--- src/rtl/wt_pkg.sv ---
package wt_pkg;

   // Largest column count the planning arrays can hold (N up to 128).
   localparam int MAX_COLS = 256;

   // Row bound after one reduction stage.
   function automatic int next_rows(int r);
      return 2 * (r / 3) + (r % 3);
   endfunction

   // Number of reduction stages needed to reach two rows.
   function automatic int stage_count(int n);
      int r;
      int k;
      r = n;
      k = 0;
      while (r > 2) begin
         r = next_rows(r);
         k++;
      end
      return k;
   endfunction

   // Elaboration-time plan of the tree.
   // sel 0: height of column c at the input of stage s
   // sel 1: 1 when column c of stage s uses a half adder
   // sel 2: row bound at the input of stage s
   function automatic int plan_q(int n, int s, int c, int sel);
      int h  [MAX_COLS];
      int nh [MAX_COLS];
      int w, r, t, cin_fa, cin_ha, f, l, hh, ha_v;
      w = 2 * n;
      for (int k = 0; k < MAX_COLS; k++) begin
         h[k]  = (k < n) ? k + 1 : ((k < w - 1) ? w - 1 - k : 0);
         nh[k] = 0;
      end
      r = n;
      for (int st = 0; st <= s; st++) begin
         t      = next_rows(r);
         cin_fa = 0;
         cin_ha = 0;
         if (st == s && sel == 2) return r;
         for (int k = 0; k < w; k++) begin
            f    = h[k] / 3;
            l    = h[k] % 3;
            hh   = f + l + cin_fa + cin_ha;
            ha_v = 0;
            if (hh > t && l == 2) begin
               ha_v = 1;
               hh   = hh - 1;
            end
            if (st == s && k == c) begin
               if (sel == 0) return h[k];
               return ha_v;
            end
            nh[k]  = hh;
            cin_fa = f;
            cin_ha = ha_v;
         end
         for (int k = 0; k < w; k++) h[k] = nh[k];
         r = t;
      end
      return 0;
   endfunction

endpackage

--- src/rtl/wt_fa.sv ---
module wt_fa (
   input  logic x_i,
   input  logic y_i,
   input  logic z_i,
   output logic sum_o,
   output logic cy_o
);
   assign sum_o = x_i ^ y_i ^ z_i;
   assign cy_o  = (x_i & y_i) | (x_i & z_i) | (y_i & z_i);
endmodule

--- src/rtl/wt_ha.sv ---
module wt_ha (
   input  logic x_i,
   input  logic y_i,
   output logic sum_o,
   output logic cy_o
);
   assign sum_o = x_i ^ y_i;
   assign cy_o  = x_i & y_i;
endmodule

--- src/rtl/wt_ppgen.sv ---
module wt_ppgen #(
   parameter int N = 10
) (
   input  logic [N-1:0]     a_i,
   input  logic [N-1:0]     b_i,
   output logic [2*N*N-1:0] mat_o
);
   localparam int W = 2 * N;

   // Column c, slot k: the k-th AND term of weight c, packed to the bottom.
   for (genvar c = 0; c < W; c++) begin : g_col
      localparam int H = (c < N) ? c + 1 : ((c < W - 1) ? W - 1 - c : 0);
      localparam int J0 = (c < N) ? 0 : c - N + 1;
      for (genvar k = 0; k < N; k++) begin : g_slot
         if (k < H) begin : g_bit
            assign mat_o[c*N+k] = a_i[J0+k] & b_i[c-J0-k];
         end else begin : g_pad
            assign mat_o[c*N+k] = 1'b0;
         end
      end
   end
endmodule

--- src/rtl/wt_cpa.sv ---
module wt_cpa #(
   parameter int W = 20
) (
   input  logic [W-1:0] x_i,
   input  logic [W-1:0] y_i,
   output logic [W-1:0] sum_o
);
   logic cy;

   always_comb begin
      {cy, sum_o} = {1'b0, x_i} + {1'b0, y_i};

      cpa_ovf_chk: assert (cy == 1'b0)
         else $error("final two rows overflow the product width");
   end
endmodule

--- src/rtl/wallace_mult.sv ---
module wallace_mult #(
   parameter int N = 10
) (
   input  logic [N-1:0]   a_i,
   input  logic [N-1:0]   b_i,
   output logic [2*N-1:0] prod_o
);
   import wt_pkg::*;

   localparam int W   = 2 * N;
   localparam int NS  = stage_count(N);
   localparam int NSA = (NS > 0) ? NS : 1;
   localparam int AW  = W + 8;

   if (N < 2 || N > 128) begin : g_bad_n
      $error("wallace_mult: N must lie in 2..128");
   end

   logic [W*N-1:0] stg [0:NS];
   logic [W*N-1:0] fco [0:NSA-1];
   logic [W-1:0]   hco [0:NSA-1];
   logic [W-1:0]   row_x, row_y;

   wt_ppgen #(.N(N)) u_pp (.a_i(a_i), .b_i(b_i), .mat_o(stg[0]));

   for (genvar s = 0; s < NS; s++) begin : g_stage
      for (genvar c = 0; c < W; c++) begin : g_col
         localparam int H  = plan_q(N, s, c, 0);
         localparam int HA = plan_q(N, s, c, 1);
         localparam int F  = H / 3;
         localparam int L  = H % 3;
         localparam int FP = (c > 0) ? plan_q(N, s, c - 1, 0) / 3 : 0;
         localparam int HP = (c > 0) ? plan_q(N, s, c - 1, 1) : 0;
         localparam int NL = F + ((HA != 0) ? 1 : L);
         localparam int NH = plan_q(N, s + 1, c, 0);
         localparam int NR = plan_q(N, s + 1, 0, 2);

         if (NL + FP + HP != NH || NH > NR || NH > N) begin : g_bad_plan
            $error("wallace_mult: column plan does not meet the row bound");
         end

         for (genvar g = 0; g < N; g++) begin : g_fa
            if (g < F) begin : g_use
               wt_fa u_fa (
                  .x_i  (stg[s][c*N+3*g]),
                  .y_i  (stg[s][c*N+3*g+1]),
                  .z_i  (stg[s][c*N+3*g+2]),
                  .sum_o(stg[s+1][c*N+g]),
                  .cy_o (fco[s][c*N+g])
               );
            end else begin : g_idle
               assign fco[s][c*N+g] = 1'b0;
            end
         end

         if (HA != 0) begin : g_ha
            wt_ha u_ha (
               .x_i  (stg[s][c*N+3*F]),
               .y_i  (stg[s][c*N+3*F+1]),
               .sum_o(stg[s+1][c*N+F]),
               .cy_o (hco[s][c])
            );
         end else begin : g_pass
            for (genvar p = 0; p < L; p++) begin : g_bit
               assign stg[s+1][c*N+F+p] = stg[s][c*N+3*F+p];
            end
            assign hco[s][c] = 1'b0;
         end

         for (genvar g = 0; g < FP; g++) begin : g_cin
            assign stg[s+1][c*N+NL+g] = fco[s][(c-1)*N+g];
         end
         if (HP != 0) begin : g_hcin
            assign stg[s+1][c*N+NL+FP] = hco[s][c-1];
         end
         for (genvar k = NL + FP + HP; k < N; k++) begin : g_pad
            assign stg[s+1][c*N+k] = 1'b0;
         end
      end
   end

   if (NS == 0) begin : g_no_stage
      assign fco[0] = '0;
      assign hco[0] = '0;
   end

   for (genvar c = 0; c < W; c++) begin : g_rows
      assign row_x[c] = stg[NS][c*N];
      assign row_y[c] = stg[NS][c*N+1];
   end

   wt_cpa #(.W(W)) u_cpa (.x_i(row_x), .y_i(row_y), .sum_o(prod_o));

   // Each stage must keep the weighted value of the matrix equal to the product.
   for (genvar s = 0; s <= NS; s++) begin : g_value
      always_comb begin
         logic [AW-1:0] acc;
         logic [W-1:0]  want;
         acc  = '0;
         want = {{N{1'b0}}, a_i} * {{N{1'b0}}, b_i};
         for (int c = 0; c < W; c++) begin
            for (int k = 0; k < N; k++) begin
               acc = acc + ({{(AW-1){1'b0}}, stg[s][c*N+k]} << c);
            end
         end

         stage_value_chk: assert (acc == {8'd0, want})
            else $error("stage matrix value differs from the product");
      end
   end

   always_comb begin
      logic [W-1:0] want;
      want = {{N{1'b0}}, a_i} * {{N{1'b0}}, b_i};

      prod_value_chk: assert (prod_o == want)
         else $error("product differs from operand multiply");

      zero_op_chk: assert (!(a_i == '0 || b_i == '0) || prod_o == '0)
         else $error("zero operand gave a nonzero product");

      unit_op_chk: assert (b_i != {{(N-1){1'b0}}, 1'b1} || prod_o == {{N{1'b0}}, a_i})
         else $error("unit multiplier changed the multiplicand");
   end
endmodule

--- config.mk ---
export PLATFORM = sky130hd
export DESIGN_NAME = wallace_mult
export DESIGN_NICKNAME = d
export VERILOG_FILES = /design/src/rtl/wt_pkg.sv /design/src/rtl/wt_fa.sv /design/src/rtl/wt_ha.sv /design/src/rtl/wt_ppgen.sv /design/src/rtl/wt_cpa.sv /design/src/rtl/wallace_mult.sv
export SDC_FILE = /design/constraint.sdc
export NUM_CORES = 1
export LEC_CHECK = 0
export BUFFER_PORTS_ARGS = -buffer_cell sky130_fd_sc_hd__buf_2
export CAP_MARGIN = 20
export CORE_MARGIN = 8
export CORE_UTILIZATION = 50
export DETAILED_ROUTE_END_ITERATION = 8
export PLACE_DENSITY = 0.77
export SLEW_MARGIN = 15
export SYNTH_ARGS = -nofsm -noshare
export SYNTH_HDL_FRONTEND = slang
export SYNTH_SLANG_ARGS = --single-unit
--- constraint.sdc ---
create_clock -name vclk -period 10.3
set_input_delay 2.06 -clock vclk [all_inputs]
set_output_delay 2.06 -clock vclk [all_outputs]
set_load 0.02 [all_outputs]
# Yosys cells after proc, flatten, opt, wreduce, memory -nomap -nowiden
# Cells that the tools add are included.
# totals
reg_bits,0
latchBits,0
mem_bits_rw,0
romBits,0
in_bits,20
output_inout_bits,20
wordCells,585
mem_count,0
# op_classes
n_addsub,1
mul,0
div_mod_pow,0
order_cmp,0
n_eq_ne,0
shifts,0
muxes,0
bitwise,584
n_reduce_logical,0
# op_table
operator,count
1-bit AND,308
1-bit XOR,140
1-bit OR,136
19-bit by 19-bit adder with 20-bit output,1

# Logic depth before layout (Yosys ltp)
# Gate-level depths: netlist of run 1.
# logic_depth
depth_word,17
ltp_mapped,17
ltp_nobuf,16

# Hierarchy
# From an unflattened synthesis of run 1, not the netlist that was laid out.
# unflattened
hier_cells,406
area_unflattened_um2,3796.1
# by_module_without_submodules
mod,instances,cells_per_inst,area_each_um2,seq_area_each_um2
wt_ppgen,1,201,1380.1,0.0
wt_fa,68,1,20.0,0.0
wt_cpa,1,132,1001.0,0.0
wt_ha,4,1,12.5,0.0
wallace_mult,1,1,3.8,0.0

# Worst setup path before layout of run 1
# Ideal clock, no wire load.
# synth_timing
kind,input -> output
start,in a_i[2]
end,out prod_o[16]
arrival_time_ns,6.565
t_required_ns,8.240
setup_slack_ns,1.675
cell_stages,16
path_buffers,1
cell_sequence,clkbuf_1 nand2_1 fa_1 inv_1 fa_1 inv_1 fa_1 fa_1 inv_1 fa_1 ha_1 a21oi_1 a21oi_1 or2_2 o21ai_0 or3b_1
# synth_via
elab_chain_cells,17
elab_cells_between_ends,276
classes_between,1 x add/sub; 275 x bitwise
# synth_lines
item,line,text
"start, declared",wallace_mult.sv:4,"input logic [N-1:0] a_i,"
1-bit AND,wt_ppgen.sv:16,assign mat_o[c*N+k] = a_i[J0+k] & b_i[c-J0-k];
1-bit AND,wt_fa.sv:9,assign cy_o = (x_i & y_i) | (x_i & z_i) | (y_i & z_i);
1-bit OR (2 in a row),wt_fa.sv:9,
1-bit AND,wt_fa.sv:9,
1-bit OR (2 in a row),wt_fa.sv:9,
1-bit AND,wt_fa.sv:9,
1-bit OR (2 in a row),wt_fa.sv:9,
1-bit AND,wt_fa.sv:9,
1-bit OR (2 in a row),wt_fa.sv:9,
1-bit AND,wt_fa.sv:9,
1-bit OR (2 in a row),wt_fa.sv:9,
19-bit by 19-bit adder with 20-bit output (*),wt_cpa.sv:11,"{cy, sum_o} = {1'b0, x_i} + {1'b0, y_i};"
"end, declared",wallace_mult.sv:6,output logic [2*N-1:0] prod_o
# Every way passes the cells marked *; elsewhere a longest branch is shown, timed or not.

# Worst setup path after layout of run 1
# layout_timing
start,in a_i[2]
end,out prod_o[19]
# Same word-level chain as after synthesis.

==> results of run 1 <==
-- layout make-up --
| type | count | area (um^2) |
|---|---|---|
| well taps | 75 | 93.84 |
| fillers | 581 | 2634 |
| repair buffers | 40 | 200.2 |
| multi-input cells | 265 | 2625 |
| inverters | 70 | 262.8 |
-- worst min-delay path: stages --
cell,delay [ns]
buf_2,0.16
and2_1,0.14
buf_2,0.15
-- cell usage in the layout, fill, tap and decap left out, types with 6 or more instances in the layout --
cell and count:
nor2_1 6, buf_2 40, and2_1 53, nand2_1 56
ha_1 18, a21oi_1 9, o21ai_0 6, inv_1 70
xnor2_1 9, fa_1 68
-- kinds of logic (layout without fill, tap and decap cells) --
family          count (synthesis)  in the layout  synth area share [%]
xor+xnor                       13             13                 3.867
simple gates                  135            135                 24.31
buf+inv                        85            110                 10.84
compound gates                 30             30                 6.758
mux                             1              1                0.3400
fa+ha+maj                      86             86                 53.89
-- report_power, final --
part	leakage [uW]	switching (uW)	internal [uW]
sequential	0	0	0
combinational	0.00165	530	335
clock	0	0	0
-- synth_stat cells (all sizes together) --
master    n
a21o      1
a21oi     9
a221o     1
a22oi     1
a311o     1
a31oi     1
a41oi     1
and2     53
and3      2
and4b     1
clkbuf   15
fa       68
ha       18
inv      70
mux2i     1
nand2    56
nand2b    2
nand3     3
nand4     4
nand4b    1
nor2      6
nor2b     2
nor3      1
nor4      2
o2111ai   1
o211a     1
o21a      1
o21ai     6
o21bai    3
o22ai     1
o311a     1
o311ai    1
or2       1
or3b      1
xnor2     9
xor2      4
-- routing by layer --
metal	wire length (um)	GRT usage, %	vias to the layer above
met5	0	0	-
met4	129	3.087	0
met3	256	0.8091	10
met2	3497	30.63	59
met1	2536	18.58	1223
li1	-	-	1105
-- worst paths after layout --
kind              cells past startpoint          to  startpoint
setup / recovery                     17  prod_o[19]      a_i[2]
hold / removal                        3   prod_o[0]      b_i[0]
-- stage by stage --
stage                     cell area, um^2  hold slack, ns  total power, uW  instances  setup slack, ns
final                                3182           4.576            865.6        450            1.440
after global routing                 3182           4.616            967.0        450            1.121
after CTS                            3182           4.581            879.7        450            1.461
after detailed placement             3182           4.581            876.8        450            1.464
after global placement               3182           4.572            859.5        450            1.560
after floorplan                      2944           4.322            660.3        350            1.675
==> metrics.txt, run 1 <==
Ys Warns 0; ranking of synthesized cells by area fa_1 (46%), and2_1 (11%), inv_1 (8.9%); Core Util, Final 54.71%; Final Cycle Share between 80% and 90%; Synth top area share 46.24%; Max-slew headroom 69.45%; WL/cell 14.26 um; GRT Residual Overflow 0; postcts setup bufs 0; GPL Wtd Cong between 0.8 and 0.9; diode count 0; Worst path slowest cell fa_1; first-pass GRT wire length 11350 um; worst vdd ir 0.2164 mV; CTS-repair resized insts 0; outcome finished clean; synthesized area 2944 um^2; via-per-instance ratio about 5.3; Final setup viols 0; detailed-router iteration count before antenna repair 4; maxcap violations 0; DRT iter0 DRCs 76; fin nets 483; Buf/Inv on CP 5; Critical Path Most Common Cell fa_1; Die Ht between 90 and 100 um; number of clock buffers in the layout 0; area leader, netlist fa_1; leakage power 0.001652 uW; P&R area growth vs syn 8.075%; Hold Fails Final Rpt 0; port bufs 40; Worst EP arrival 6.80 ns; CTS Hold Bufs 0; Max stage delay on crit path 0.54 ns; CP startpoint kind primary input; Seq Cell Count 0; DPL Wire Length 5594 um; Initial Utilization between 50% and 60%; WL final 6419 um; CP Max Fanout 10; register area 0 um^2; GR Util All Layers between 10% and 20%; Residual DRC 0; f_max around 110 MHz; register area share after synthesis 0%; die width 92.74 um; vias in the first global route around 2600; RSZ-0062 raised after global routing false; final slew viol count 0; layout cells sized above 1 roughly an eighth; Cell variety after synth 37; Setup TNS 0 ns; Core ar. a little under 6000 um^2; syn_area_per_cell around 8.4 um^2; largest net degree at the start of global routing 11; Cell Pwr Density ~270 nW/um^2; worst slew pin tran 0.4535 ns; Final Critical Period 8.860 ns; CP cell instances buf_2 > nand2_1 > fa_1 > inv_1 > fa_1 > inv_1 > fa_1 > fa_1 > inv_1 > fa_1 > ha_1 > a21oi_1 > o21ai_0 > a22oi_1 > nand2_1 > a311o_1 > buf_2; Hold Path Class primary input to output pin; crit path kind primary input to output pin; initial antenna violation count 0; Top delay family on crit path adder cells; Critical Path RT 8.24 ns; DIE AREA ~8600 um^2; row cnt 28; num ports 40; cells after synthesis 350; crit end category output pin; Final ANT Viol Nets 0; syn_nets 456; vias post-DR 2397
Power figures use the tool's default switching activity.
==> run 2, diff against run 1 <==
--- a/config.mk
+++ b/config.mk
@@ -10,6 +10,7 @@
 export CORE_MARGIN = 8
 export CORE_UTILIZATION = 50
 export DETAILED_ROUTE_END_ITERATION = 8
+export GPL_TIMING_DRIVEN = 0
 export PLACE_DENSITY = 0.77
 export SLEW_MARGIN = 15
 export SYNTH_ARGS = -nofsm -noshare
==> run 2 against run 1 <==
Setup slack got worse by 0.34 ns. Global-route usage grew 0.21 points. Cell count did not move. Non-clock buffer count did not move.
==> metrics.txt, run 2 (synthesis gave the netlist of run 1 again) <==
outcome finished clean; num ports 40; DIE AREA between 8000 and 9000 um^2; GRT Residual Overflow 0; CTS-repair resized insts 0; worst slack at placement ~1.1 ns; DP Area roughly 3200 um^2; Die Ht 92.74 um; diode count 0; leakage power 0.001611 uW; Core Util, Final between 50% and 60%; Buf/Inv on CP 5; CP cell instances clkbuf_1 > nand2_1 > fa_1 > inv_1 > fa_1 > inv_1 > fa_1 > fa_1 > inv_1 > fa_1 > ha_1 > a21oi_1 > o21ai_0 > a22oi_1 > nand2_1 > a311o_1 > buf_2; footprint of the multi-input gates 2625 um^2; row cnt 28; Critical Path RT 8.24 ns; Hold Startpoint b_i[0]; Cell Pwr Density 273.7 nW/um^2; P&R area growth vs syn 7.437%; WL final 6674 um; via-per-instance ratio 5.318; die width 92.74 um; most frequent cells in the layout inv_1 (70), fa_1 (68), nand2_1 (56); maxcap violations 0; crit end category output pin; Initial Utilization 50.62%; DRT iter0 DRCs 98; Max-slew headroom 65.48%; Final setup viols 0; f_max 108.8 MHz; CP startpoint kind primary input; Critical Path Most Common Cell fa_1; final instance area 3163 um^2; Filler cells 572; vias in the first global route between 2000 and 3000; CP Max Fanout 10; largest net degree at the start of global routing 11; setup ws final 1.105 ns; Residual DRC 0; commonest non-fill, non-tap cell in the layout inv_1; postcts setup bufs 0; GR Util All Layers between 15 and 20%; Max stage delay on crit path 0.58 ns; Seq Cell Count 0; Hold Path Class primary input to output pin; final slew viol count 0; vias post-DR 2393; worst vdd ir between 0.2 and 0.3 mV; Hold Fails Final Rpt 0; initial antenna violation count 0; number of clock buffers in the layout 0; register area 0 um^2; first-pass GRT wire length roughly 11000 um; detailed-router iteration count before antenna repair 4; Final Cycle Share 89.28%; DPL Wire Length 5590 um; Top delay family on crit path adder cells; fin nets 483; CTS Hold Bufs 0; Final Critical Period 9.195 ns; Hold Path Depth 3; WHS Endpoint prod_o[0]; Core ar. 5816 um^2; Worst EP arrival around 7.1 ns; RSZ-0062 raised after global routing false; GPL Wtd Cong roughly 0.86; crit path kind primary input to output pin; worst slew pin tran about 0.52 ns; layout cells sized above 1 7.733%; Setup TNS 0 ns; Final ANT Viol Nets 0; port bufs 25; WL/cell 14.83 um; Worst path slowest cell fa_1
## run 2: how the worst max path moves through the flow
stage | start | endpoint | slack (ns) | depth (start not counted)
finish | a_i[2] | prod_o[19] | 1.10 | 17
global route | a_i[2] | prod_o[19] | 0.85 | 17
CTS | a_i[2] | prod_o[19] | 1.12 | 17
detailed placement | a_i[2] | prod_o[19] | 1.12 | 17
global placement | a_i[2] | prod_o[19] | 1.26 | 17
floorplan | a_i[2] | prod_o[16] | 1.67 | 16
## run 2: worst min-delay path: cells and delay by family
kind / cells / cell delay [ns]
simple gates: 1 / 0.14
buf+inv: 2 / 0.32
## run 2: layout make-up
class              count  share of cell area (%)
multi-input cells    265                   82.99
inverters             70                   8.307
repair buffers        25                   3.956
well taps             75                   2.967
plain buffers         15                   1.780
## run 2: report_power, final
group          total (uW)  internal, uW  switching [uW]
combinational         866           334             532
clock                   0             0               0
sequential              0             0               0
total                 866           334             532
## run 2: metal layers
metal  GRT usage [%]  routed length [um]
met4           3.087                 128
met1           19.34                2562
met5               0                   0
met2           30.39                3651
met3          0.8900                 332
## run 2: per-stage QoR
step                      instances  hold WS [ns]  power (uW)
after global routing            450         4.608       969.0
after detailed placement        450         4.588       876.8
after global placement          450         4.581       856.9
after CTS                       450         4.591       880.4
after floorplan                 350         4.322       660.3
final                           450         4.585       865.8
